`src/rtl/gf3_pkg.sv`:
```
package gf3_pkg;
  localparam int FIELD_M = 193;
  localparam int MID_K   = 15;
  localparam int DIGIT_W = 3;
  localparam int NUM_DIGITS = (FIELD_M + DIGIT_W - 1) / DIGIT_W;

  typedef enum logic {ST_IDLE = 1'b0, ST_RUN = 1'b1} run_state_e;
endpackage

```
`src/rtl/gf3_ctrl.sv`:
```
module gf3_ctrl
  import gf3_pkg::*;
(
  input  logic clk,
  input  logic rst_n,
  input  logic start,
  input  logic last_digit,
  output logic load,
  output logic step_fire,
  output logic busy,
  output logic done
);
  run_state_e state_q;

  assign load      = start && (state_q == ST_IDLE);
  assign step_fire = (state_q == ST_RUN);
  assign busy      = (state_q == ST_RUN);

  always_ff @(posedge clk or negedge rst_n) begin
    if (!rst_n) begin
      state_q <= ST_IDLE;
      done    <= 1'b0;
    end else begin
      done <= step_fire && last_digit;
      case (state_q)
        ST_IDLE: if (load) state_q <= ST_RUN;
        ST_RUN:  if (last_digit) state_q <= ST_IDLE;
        default: state_q <= ST_IDLE;
      endcase
    end
  end
endmodule

```
`src/rtl/gf3_digit_src.sv`:
```
module gf3_digit_src #(
  parameter int M  = 193,
  parameter int DW = 3
) (
  input  logic          clk,
  input  logic          rst_n,
  input  logic          load,
  input  logic          step_fire,
  input  logic [M-1:0]  b_in,
  output logic [DW-1:0] digit,
  output logic          last_digit
);
  localparam int ND    = (M + DW - 1) / DW;
  localparam int PAD_W = ND * DW;
  localparam int CNT_W = $clog2(ND + 1);

  logic [PAD_W-1:0] shreg_q;
  logic [CNT_W-1:0] left_q;

  assign digit      = shreg_q[PAD_W-1 -: DW];
  assign last_digit = (left_q == '0);

  always_ff @(posedge clk or negedge rst_n) begin
    if (!rst_n) begin
      shreg_q <= '0;
      left_q  <= '0;
    end else if (load) begin
      shreg_q <= PAD_W'(b_in);
      left_q  <= CNT_W'(ND - 1);
    end else if (step_fire) begin
      shreg_q <= {shreg_q[PAD_W-DW-1:0], {DW{1'b0}}};
      if (!last_digit) left_q <= left_q - 1'b1;
    end
  end
endmodule

```
`src/rtl/gf3_step.sv`:
```
module gf3_step #(
  parameter int M  = 193,
  parameter int K  = 15,
  parameter int DW = 3
) (
  input  logic [M-1:0]  acc,
  input  logic [M-1:0]  mcand,
  input  logic [DW-1:0] digit,
  output logic [M-1:0]  acc_next
);
  localparam logic [M-1:0] RED_TAIL = (M'(1) << K) | M'(1);

  function automatic logic [M-1:0] mulx(input logic [M-1:0] v);
    logic [M-1:0] r;
    r = {v[M-2:0], 1'b0};
    if (v[M-1]) r = r ^ RED_TAIL;
    return r;
  endfunction

  function automatic logic [M-1:0] mulx_n(input logic [M-1:0] v);
    logic [M-1:0] r;
    r = v;
    for (int i = 0; i < DW; i++) r = mulx(r);
    return r;
  endfunction

  logic [M-1:0] a_pow [DW];
  logic [M-1:0] part  [DW];

  assign a_pow[0] = mcand;
  for (genvar j = 1; j < DW; j++) begin : g_pow
    assign a_pow[j] = mulx(a_pow[j-1]);
  end

  for (genvar j = 0; j < DW; j++) begin : g_part
    assign part[j] = digit[j] ? a_pow[j] : '0;
  end

  always_comb begin
    acc_next = mulx_n(acc);
    for (int j = 0; j < DW; j++) acc_next = acc_next ^ part[j];
  end
endmodule

```
`src/rtl/gf3_serial_mul.sv`:
```
module gf3_serial_mul
  import gf3_pkg::*;
#(
  parameter int M  = FIELD_M,
  parameter int K  = MID_K,
  parameter int DW = DIGIT_W
) (
  input  logic         clk,
  input  logic         rst_n,
  input  logic         start,
  input  logic [M-1:0] op_a,
  input  logic [M-1:0] op_b,
  output logic         busy,
  output logic         done,
  output logic [M-1:0] product
);
  localparam int ND = (M + DW - 1) / DW;

  logic          load;
  logic          step_fire;
  logic          last_digit;
  logic [DW-1:0] digit;
  logic [M-1:0]  acc_q;
  logic [M-1:0]  mcand_q;
  logic [M-1:0]  acc_next;

  gf3_ctrl u_ctrl (
    .clk        (clk),
    .rst_n      (rst_n),
    .start      (start),
    .last_digit (last_digit),
    .load       (load),
    .step_fire  (step_fire),
    .busy       (busy),
    .done       (done)
  );

  gf3_digit_src #(.M(M), .DW(DW)) u_src (
    .clk        (clk),
    .rst_n      (rst_n),
    .load       (load),
    .step_fire  (step_fire),
    .b_in       (op_b),
    .digit      (digit),
    .last_digit (last_digit)
  );

  gf3_step #(.M(M), .K(K), .DW(DW)) u_step (
    .acc      (acc_q),
    .mcand    (mcand_q),
    .digit    (digit),
    .acc_next (acc_next)
  );

  always_ff @(posedge clk or negedge rst_n) begin
    if (!rst_n) begin
      acc_q   <= '0;
      mcand_q <= '0;
    end else if (load) begin
      acc_q   <= '0;
      mcand_q <= op_a;
    end else if (step_fire) begin
      acc_q <= acc_next;
    end
  end

  assign product = acc_q;
endmodule

```
`config.mk`:
```
export PLATFORM = sky130hd
export DESIGN_NAME = gf3_serial_mul
export DESIGN_NICKNAME = d
export VERILOG_FILES = /design/src/rtl/gf3_pkg.sv /design/src/rtl/gf3_ctrl.sv /design/src/rtl/gf3_digit_src.sv /design/src/rtl/gf3_step.sv /design/src/rtl/gf3_serial_mul.sv
export SDC_FILE = /design/constraint.sdc
export NUM_CORES = 1
export LEC_CHECK = 0
export BUFFER_PORTS_ARGS = -buffer_cell sky130_fd_sc_hd__buf_2
export CAP_MARGIN = 20
export CORE_UTILIZATION = 25
export CTS_CLUSTER_SIZE = 10
export DETAILED_ROUTE_END_ITERATION = 8
export PLACE_DENSITY = 0.45
export SKIP_CTS_REPAIR_TIMING = 1
export SYNTH_ARGS = -nofsm -noshare
export SYNTH_HDL_FRONTEND = slang
export SYNTH_SLANG_ARGS = --single-unit
```
`constraint.sdc`:
```
create_clock -name clk -period 1.9 [get_ports clk]
set_input_delay 0.475 -clock clk [delete_from_list [all_inputs] [get_ports clk]]
set_output_delay 0.475 -clock clk [all_outputs]
set_load 0.01 [all_outputs]
```
==> results.py, run 1 <==
metrics = {
    "routing": {
        "firstDrtPassIters": 5,
        "ant_nets": 0,
        "dr_total_vias": 23333,
        "drt_wl_total_um": 102000,
        "avgViaCountPerCell": 4.44,
        "wl_per_cell_um": 19.3,
        "drtIter0Drc": 1159,
        "drc": 0,
    },
    "global_route": {
        "grt_pass1_vias": 23605,
        "track_usage_pct": 16.1,
        "grt_pass1_wl_um": 153000,
        "antenna_found_initial": 61,
        "grt_overflow": 0,
        "grt_max_degree": 122,
    },
    "pwr": {
        "p_leak_uw": 0.0179,
        "power.density_nw_per_um2": 1970,
        "clock_power_share_pct": 19.3,
        "power.share.combinational_pct": 47.5,
        "intPower_uw": 47300,
        "switching_power_uw": 30000,
        "switching_share_pct": 38.8,
        "p_seq_share_pct": 33.2,
        "ir_worst_vdd_mv": 0.811,
    },
    "yosys": {
        "synth_area_um2": 30700,
        "synth_cell_types": 31,
        "synth_top_area_share_pct": 48.2,
        "netlist_top_cells_area": "dfrtp_1, xor2_1, nand2_1",
        "yosys_warnings": 0,
        "yosys.area.top_type": "dfrtp_1",
        "synth.avg_cell_area_um2": 10.4,
        "ys_seq_area_share_pct": 48.2,
        "ys_ff_latch": 590,
        "syn_inst": 2948,
        "syn_nets": 3338,
    },
    "floorplanning": {
        "rows": 128,
        "coreArea_um2": 122000,
        "initial_core_util_pct": 25.2,
        "pin_count": 584,
        "die_h_um": 352,
        "die_area_um2": 124000,
        "die_w_um": 352,
    },
    "layout": {
        "layout_commonest_cell": "nand2_1",
        "register_area_um2": 14800,
        "layout_common_cells": "nand2_1, dfrtp_1, buf_2",
        "fillers": 12689,
        "multiInputGateArea_um2": 15000,
        "layout-drive-gt1-share_pct": 28.6,
        "fin_nets": 3953,
        "syn_to_final_growth_pct": 28.3,
    },
    "timing": {
        "fmax_ghz": 0.518,
        "hold_ws_ns": 0.0476,
        "setup_viol": 1,
        "relSlewSlack_pct": 56.2,
        "finalCriticalPeriod_ns": 1.93,
        "hold_violations": 0,
        "min_period_over_period_pct": 102,
        "finalClockSkew_ns": 0.0177,
        "rsz0062_at_grt": "yes",
        "tightest_slew_ns": 0.657,
        "drv_slew": 0,
        "finalWorstSetupSlack_ns": -0.0316,
        "fin_setup_tns_ns": -0.0316,
    },
    "clock_tree": {
        "cts_tree": "done",
        "clockBufferDepth": 3,
        "insertion_delay_ns": 0.66,
        "cts_made_buffers": 79,
        "htreeDepth": 3,
        "clock-root-buffer": "clkbuf_16",
        "numClockSinks": 590,
        "clk_pin_slew_ns": 0.06,
    },
    "setup_path": {
        "cp.required_ns": 1.42,
        "crit_arrival_ns": 1.46,
        "crit_type": "flop to output pin",
        "end_kind": "output pin",
        "startpoint_type": "flop",
        "crit_fanout": 7,
    },
    "status": {
        "status": "complete, but fails checks",
        "violations": "negative setup slack",
    },
    "job": {
        "maxCapViolCount": 0,
    },
    "placement": {
        "numPortBuffers": 583,
        "place_congestion": 0.798,
        "place_hpwl_um": 72800,
    },
    "hold_path": {
        "min_path_type": "primary input to flop",
    },
}
-- kinds of logic (layout without fill, tap and decap cells) --
family          Yosys count  in the layout  share of synthesized area (%)
mux                     387            387                           13.4
compound gates          398            398                           8.97
fa+ha+maj                 1              1                         0.0408
other cells               0             16                              0
buf+inv                 200            871                           2.88
flops                   590            590                           48.2
xor+xnor                582            582                           16.7
simple gates            790            790                           9.81
-- per-layer routing --
metal / part of all wire (%) / track usage, % / vias up
li1: - / - / 11093
met1: 44 / 20.4 / 11399
met2: 45 / 25.3 / 559
met3: 7.9 / 6.57 / 202
met4: 2.5 / 4.29 / 80
met5: 0.53 / 0 / -
-- area by class of cell --
class,instances,share of cell area [%]
Tap cell,1625,5.17
Inverter,3,0.0286
Clock buffer,119,5.90
Clock inverter,18,0.576
Multi-Input combinational cell,2158,38.2
Antenna cell,16,0.102
Sequential cell,590,37.6
Timing Repair Buffer,731,12.4
-- worst max-delay path, stage by stage, from the launching register on --
cell	delay (ns)
dfrtp_4	0.52
buf_16	0.16
buf_6	0.11
-- power by group through the flow --
stage	registers, µW	clock network (µW)	logic, µW
after CTS	25900	15500	36900
after global routing	26700	16000	41000
after detailed placement	26000	0	36800
after global placement	26100	0	36300
after floorplan	24500	0	26700
final	25700	14900	36700
-- synth_stat cells --
library cell / n
clkbuf_1: 87
ha_1: 1
dfrtp_1: 590
a21o_2: 1
or4_2: 1
nor2_1: 7
nor3_1: 2
xnor2_1: 195
a21oi_1: 2
buf_2: 106
nand2_1: 772
o21ai_0: 191
buf_1: 4
a22o_1: 196
inv_1: 3
and2_1: 1
or4_4: 1
and2_4: 1
nand4b_1: 1
a31oi_1: 4
nor2b_1: 1
xnor3_1: 2
o211ai_2: 1
xor2_1: 385
o31ai_1: 2
nor4_1: 1
mux2_2: 193
or3b_4: 1
or2_2: 1
o22ai_1: 1
mux2i_1: 194
-- flip-flops by register name, summed over array words and instances, names as in the netlist --
name,count
mcand_q,193
u_src.left_q,7
u_ctrl.busy,1
product,193
u_src.shreg_q,195
u_ctrl.done,1
-- per-stage QoR --
stage                     instance area (µm²)  std cells  setup WS [ns]  utilization, %  power [µW]
final                                   39300       5260        -0.0316            32.3       77400
after floorplan                         30700       2948         0.0832               -       51200
after global placement                  36200       5063         0.0291            29.8       62400
after CTS                               38800       5200         -0.335            31.9       78300
after global routing                    39300       5252         -0.113            32.3       83700
after detailed placement                36200       5063         0.0497            29.8       62800
-- path summary, 6_finish.rpt --
path,cells past startpoint,slack (ns),start,end
worst max-delay path,2,-0.03,u_ctrl.busy,busy
min in group asynchronous,2,0.27,rst_n,u_src.shreg_q[127]
max in group asynchronous,3,0.81,rst_n,product[120]
worst min register to register,2,0.48,u_src.shreg_q[171],u_src.shreg_q[174]
worst max register to register,6,0.02,u_src.left_q[0],u_src.left_q[5]
worst min-delay path,2,0.05,op_a[63],mcand_q[63]
(Power assumes the default switching activity.)
==> run 2, diff against run 1 <==
--- a/config.mk
+++ b/config.mk
@@ -8,6 +8,8 @@
 export BUFFER_PORTS_ARGS = -buffer_cell sky130_fd_sc_hd__buf_2
 export CAP_MARGIN = 20
 export CORE_UTILIZATION = 25
+export CTS_BUF_LIST = sky130_fd_sc_hd__clkbuf_4 sky130_fd_sc_hd__clkbuf_8
+export CTS_CLUSTER_DIAMETER = 200
 export CTS_CLUSTER_SIZE = 10
 export DETAILED_ROUTE_END_ITERATION = 8
 export PLACE_DENSITY = 0.45
==> run 2 against run 1 <==
  * The flow still finishes with violations (negative setup slack)
  * Largest power group unchanged
  * Routed wire length up 1.2%
  * Sequential power about the same
  * Sequential share of layout area down 0.32 points
  * Sequential cell count unchanged
==> results.py, run 2 (synthesis gave the netlist of run 1 again) <==
metrics = {
    "timing": {
        "drv_slew": 0,
        "setup_viol": 1,
        "min_period_over_period_pct": 104,
        "relSlewSlack_pct": 56.6,
        "rsz0062_at_grt": "yes",
        "fmax_ghz": 0.506,
        "hold_violations": 0,
        "finalClockSkew_ns": 0.0293,
        "finalCriticalPeriod_ns": 1.98,
        "finalWorstSetupSlack_ns": -0.0762,
        "tightest_slew_ns": 0.652,
    },
    "floorplanning": {
        "initial_core_util_pct": 25.2,
        "pin_count": 584,
        "die_w_um": 352,
        "coreArea_um2": 122000,
        "die_h_um": 352,
        "rows": 128,
        "die_area_um2": 124000,
    },
    "routing": {
        "drc": 0,
        "avgViaCountPerCell": 4.41,
        "dr_total_vias": 23805,
        "firstDrtPassIters": 5,
        "drt_wl_total_um": 103000,
        "drtIter0Drc": 1192,
        "wl_per_cell_um": 19.1,
        "ant_nets": 0,
    },
    "setup_path": {
        "slowest_delay_ns": 0.53,
        "cp.required_ns": 1.42,
        "slowest_stage": "dfrtp_4",
        "worstSetupStartpoint": "u_ctrl.busy",
        "end_kind": "output pin",
        "cpLargestDelayFamily": "flip-flops",
        "crit_fanout": 6,
        "crit_arrival_ns": 1.50,
        "crit_chain": "buf_16 > buf_6",
        "startpoint_type": "flop",
        "crit_type": "flop to output pin",
        "path_buf_inv": 2,
        "r2r_start": "u_src.left_q[0]",
    },
    "placement": {
        "place_ws_ns": 0.0497,
        "numPlacedInstances": 5063,
        "place_hpwl_um": 72800,
        "place_congestion": 0.798,
        "numPortBuffers": 583,
    },
    "pwr": {
        "ir_worst_vdd_mv": 0.605,
        "p_leak_uw": 0.0180,
        "power.density_nw_per_um2": 1810,
    },
    "global_route": {
        "grt_pass1_wl_um": 153000,
        "grt_max_degree": 122,
        "track_usage_pct": 16.0,
        "grt_pass1_vias": 23496,
        "antenna_found_initial": 46,
        "grt_overflow": 0,
    },
    "clock_tree": {
        "htreeDepth": 3,
        "cts_tree": "done",
        "clockBufferDepth": 3,
        "cts_made_buffers": 68,
        "clk_pin_slew_ns": 0.09,
        "numClockSinks": 590,
        "clock-root-buffer": "clkbuf_8",
        "insertion_delay_ns": 0.70,
    },
    "layout": {
        "finalNonFillerCells": 5393,
        "fin_nets": 4128,
        "layout_commonest_cell": "nand2_1",
        "top_register": "u_src.shreg_q",
        "syn_to_final_growth_pct": 29.5,
        "largest_reg_flops": 195,
        "layout_common_cells": "nand2_1, dfrtp_1, buf_2",
        "layout-drive-gt1-share_pct": 27.7,
    },
    "hold_path": {
        "min_path_type": "primary input to flop",
        "min_from": "op_b[88]",
    },
    "status": {
        "status": "complete, but fails checks",
        "violations": "negative setup slack",
    },
    "job": {
        "maxCapViolCount": 0,
    },
}
==> run 2: cell type report <==
type	instances	area (µm²)
tap	1625	2030
antenna	22	55.1
clock inverter	3	26.3
clock buffer	75	1010
sequential	590	14800
multi-input combinational	2158	15000
timing repair buffer	917	6730
inverter	3	11.3
fill	12679	82000
==> run 2: routing by layer <==
| metal | vias to the layer above | wire length (µm) | global-route usage (%) |
|---|---|---|---|
| met2 | 580 | 47200 | 25.3 |
| met1 | 11625 | 46000 | 20.3 |
| met3 | 163 | 6940 | 6.01 |
| met5 | - | 325 | 0 |
| li1 | 11383 | - | - |
| met4 | 54 | 2440 | 4.55 |
==> run 2: path summary, 6_finish.rpt <==
path | endpoint | slack [ns] | cells past startpoint
setup / recovery | busy | -0.08 | 2
hold / removal | u_src.shreg_q[88] | 0.05 | 3
setup reg to reg | u_src.left_q[3] | 0.02 | 6
hold reg to reg | u_src.shreg_q[191] | 0.47 | 2
max in group asynchronous | product[120] | 0.84 | 3
min in group asynchronous | u_src.shreg_q[127] | 0.21 | 2
==> run 2: report_power, final <==
| part | leakage (µW) | total, µW | switching (µW) | internal (µW) |
|---|---|---|---|---|
| Clock | 0.000545 | 8400 | 4930 | 3460 |
| Combinational | 0.0102 | 37700 | 17900 | 19800 |
| Sequential | 0.00725 | 25600 | 6310 | 19300 |
| Total | 0.0180 | 71700 | 29200 | 42500 |
==> run 2: per-stage QoR <==
stage / utilization, % / instance area (µm²) / TNS (ns) / hold WS [ns] / total power [µW]
CTS: 30.6 / 37300 / -3.05 / -0.489 / 71700
global route: 32.6 / 39700 / -0.232 / 0.00176 / 78000
finish: 32.6 / 39700 / -0.0762 / 0.0534 / 71700
global placement: 29.8 / 36200 / 0 / 0.368 / 62400
detailed placement: 29.8 / 36200 / 0 / 0.370 / 62800
floorplan: - / 30700 / 0 / 0.179 / 51200
==> run 2: worst register-to-register path: stages, from the launching register on <==
cell	delay (ns)
dfrtp_1	0.41
inv_2	0.08
ha_4	0.12
or3b_4	0.38
or4_4	0.53
and2_4	0.16
o211ai_2	0.12
==> run 3, diff against run 2 <==
--- a/config.mk
+++ b/config.mk
@@ -7,12 +7,12 @@
 export LEC_CHECK = 0
 export BUFFER_PORTS_ARGS = -buffer_cell sky130_fd_sc_hd__buf_2
 export CAP_MARGIN = 20
-export CORE_UTILIZATION = 25
+export CORE_UTILIZATION = 50
 export CTS_BUF_LIST = sky130_fd_sc_hd__clkbuf_4 sky130_fd_sc_hd__clkbuf_8
 export CTS_CLUSTER_DIAMETER = 200
 export CTS_CLUSTER_SIZE = 10
 export DETAILED_ROUTE_END_ITERATION = 8
-export PLACE_DENSITY = 0.45
+export PLACE_DENSITY = 0.77
 export SKIP_CTS_REPAIR_TIMING = 1
 export SYNTH_ARGS = -nofsm -noshare
 export SYNTH_HDL_FRONTEND = slang
==> run 3 against run 2 <==
  * The run still ends with negative setup slack left
  * Combinational power decreased by 5%
  * Total power decreased by 3.6%
  * Sequential cell count unchanged
  * Utilization increased by 27 points
  * Routed wire length decreased by 20%
  * Sequential power about the same
  * Worst hold slack got worse by 0.017 ns
  * First-iteration DRC count increased by 24%
  * Register-to-register slack got worse by 0.03 ns
  * Count of clock-buffer cells in the layout decreased by 1
  * Largest power group unchanged
  * Highest routed layer unchanged
==> results.py, run 3 (synthesis gave the netlist of run 1 again) <==
metrics = {
    "status": {
        "status": "complete, but fails checks",
        "violations": "negative setup slack",
    },
    "clock_tree": {
        "clock-root-buffer": "clkbuf_8",
        "htreeDepth": 3,
        "numClockSinks": 590,
        "clk_pin_slew_ns": 0.09,
        "insertion_delay_ns": 0.67,
        "cts_tree": "done",
        "cts_made_buffers": 68,
        "clockBufferDepth": 3,
    },
    "global_route": {
        "grt_pass1_wl_um": 130000,
        "grt_pass1_vias": 22893,
        "antenna_found_initial": 30,
        "track_usage_pct": 26.3,
        "grt_max_degree": 213,
        "grt_overflow": 0,
    },
    "floorplanning": {
        "initial_core_util_pct": 50.7,
        "rows": 90,
        "coreArea_um2": 60500,
        "pin_count": 584,
        "die_w_um": 250,
        "die_area_um2": 62300,
        "die_h_um": 250,
    },
    "timing": {
        "tightest_slew_ns": 1.07,
        "finalCriticalPeriod_ns": 1.94,
        "relSlewSlack_pct": 28.5,
        "setup_viol": 3,
        "finalWorstSetupSlack_ns": -0.0442,
        "fmax_ghz": 0.514,
        "fin_setup_tns_ns": -0.0629,
        "hold_violations": 0,
        "drv_slew": 0,
        "min_period_over_period_pct": 102,
        "rsz0062_at_grt": "yes",
        "finalClockSkew_ns": 0.0233,
    },
    "hold_path": {
        "min_from": "op_a[172]",
        "min_path_type": "primary input to flop",
    },
    "setup_path": {
        "slowest_stage": "dfrtp_4",
        "path_buf_inv": 2,
        "crit_arrival_ns": 1.47,
        "cp.required_ns": 1.42,
        "cpLargestDelayFamily": "flip-flops",
        "slowest_delay_ns": 0.53,
        "worstSetupStartpoint": "u_ctrl.busy",
        "startpoint_type": "flop",
        "crit_type": "flop to output pin",
        "crit_chain": "buf_16 > buf_6",
        "end_kind": "output pin",
        "crit_fanout": 7,
        "r2r_start": "u_src.left_q[0]",
    },
    "layout": {
        "layout_commonest_cell": "nand2_1",
        "multiInputGateArea_um2": 15000,
        "top_register": "u_src.shreg_q",
        "final_cell_area_um2": 36000,
        "largest_reg_flops": 195,
        "syn_to_final_growth_pct": 17.4,
        "fillers": 5107,
        "finish.utilization_pct": 59.5,
        "layout_common_cells": "nand2_1, dfrtp_1, buf_2",
        "register_area_um2": 14800,
        "fin_nets": 3875,
        "layout-drive-gt1-share_pct": 27.2,
    },
    "placement": {
        "place_hpwl_um": 58900,
        "placed_area_um2": 34800,
        "place_congestion": 0.899,
        "numPortBuffers": 583,
    },
    "pwr": {
        "ir_worst_vdd_mv": 0.821,
        "p_leak_uw": 0.0168,
        "power.density_nw_per_um2": 1920,
    },
    "routing": {
        "drc": 0,
        "dr_total_vias": 23145,
        "ant_nets": 0,
        "drt_wl_total_um": 82800,
        "wl_per_cell_um": 19.3,
        "firstDrtPassIters": 5,
        "drtIter0Drc": 1482,
        "avgViaCountPerCell": 5.39,
    },
    "job": {
        "maxCapViolCount": 0,
    },
}
## run 3: cell types whose count changed in the layout (fill, tap and decap cells not counted), moves of 3 or more
cell	change
diode_2	-3
clkbuf_4	-6
buf_2	+16
dfrtp_2	-15
buf_6	-6
dfrtp_1	+15
buf_4	-59
buf_12	-14
dlygate4sd3_1	-183
## run 3: area by class of cell
cell class	instances	share of cell area, %
timing repair buffer	664	11.4
sequential	590	41.1
tap	782	2.72
clock buffer	74	2.78
multi-input combinational	2158	41.8
antenna	19	0.132
inverter	3	0.0313
clock inverter	4	0.0904
## run 3: worst reg2reg max path: stages, from the launching register on
cell and delay (ns):
dfrtp_1 0.43, inv_2 0.09, ha_4 0.12, or3b_4 0.38, or4_4 0.53, a31oi_1 0.18, a31oi_1 0.06
## run 3: per-stage QoR
stage          setup WS [ns]  hold WS [ns]  power [µW]  instances
3_5_place_dp          0.0212         0.412       61200       4185
2_1_floorplan         0.0832         0.179       51200       2948
6_report             -0.0442        0.0366       69200       4294
3_3_place_gp          0.0549         0.409       59900       4185
4_1_cts               -0.470        -0.329       69300       4263
5_1_grt               -0.117      0.000889       74500       4283
## run 3: worst paths after layout
kind	endpoint	cells after the start	slack [ns]
min in group asynchronous	mcand_q[161]	2	0.33
hold / removal	mcand_q[172]	2	0.04
setup reg to reg	u_src.left_q[2]	6	-0.01
hold reg to reg	u_src.shreg_q[172]	2	0.47
setup / recovery	busy	2	-0.04
max in group asynchronous	mcand_q[96]	3	0.76
## run 3: power by group
group          switching, µW  total [µW]  internal (µW)  leakage, µW
Sequential              6130       25400          19300      0.00726
Combinational          17200       35900          18700      0.00901
Clock                   4460        7880           3420     0.000534
Total                  27800       69200          41300       0.0168
## run 3: layer usage
metal | wire [µm] | GRT usage, % | vias to the layer above
li1 | - | - | 10858
met2 | 39400 | 42.6 | 678
met1 | 34800 | 34.1 | 11404
met4 | 2490 | 8.98 | 30
met5 | 196 | 0 | -
met3 | 5890 | 6.99 | 175
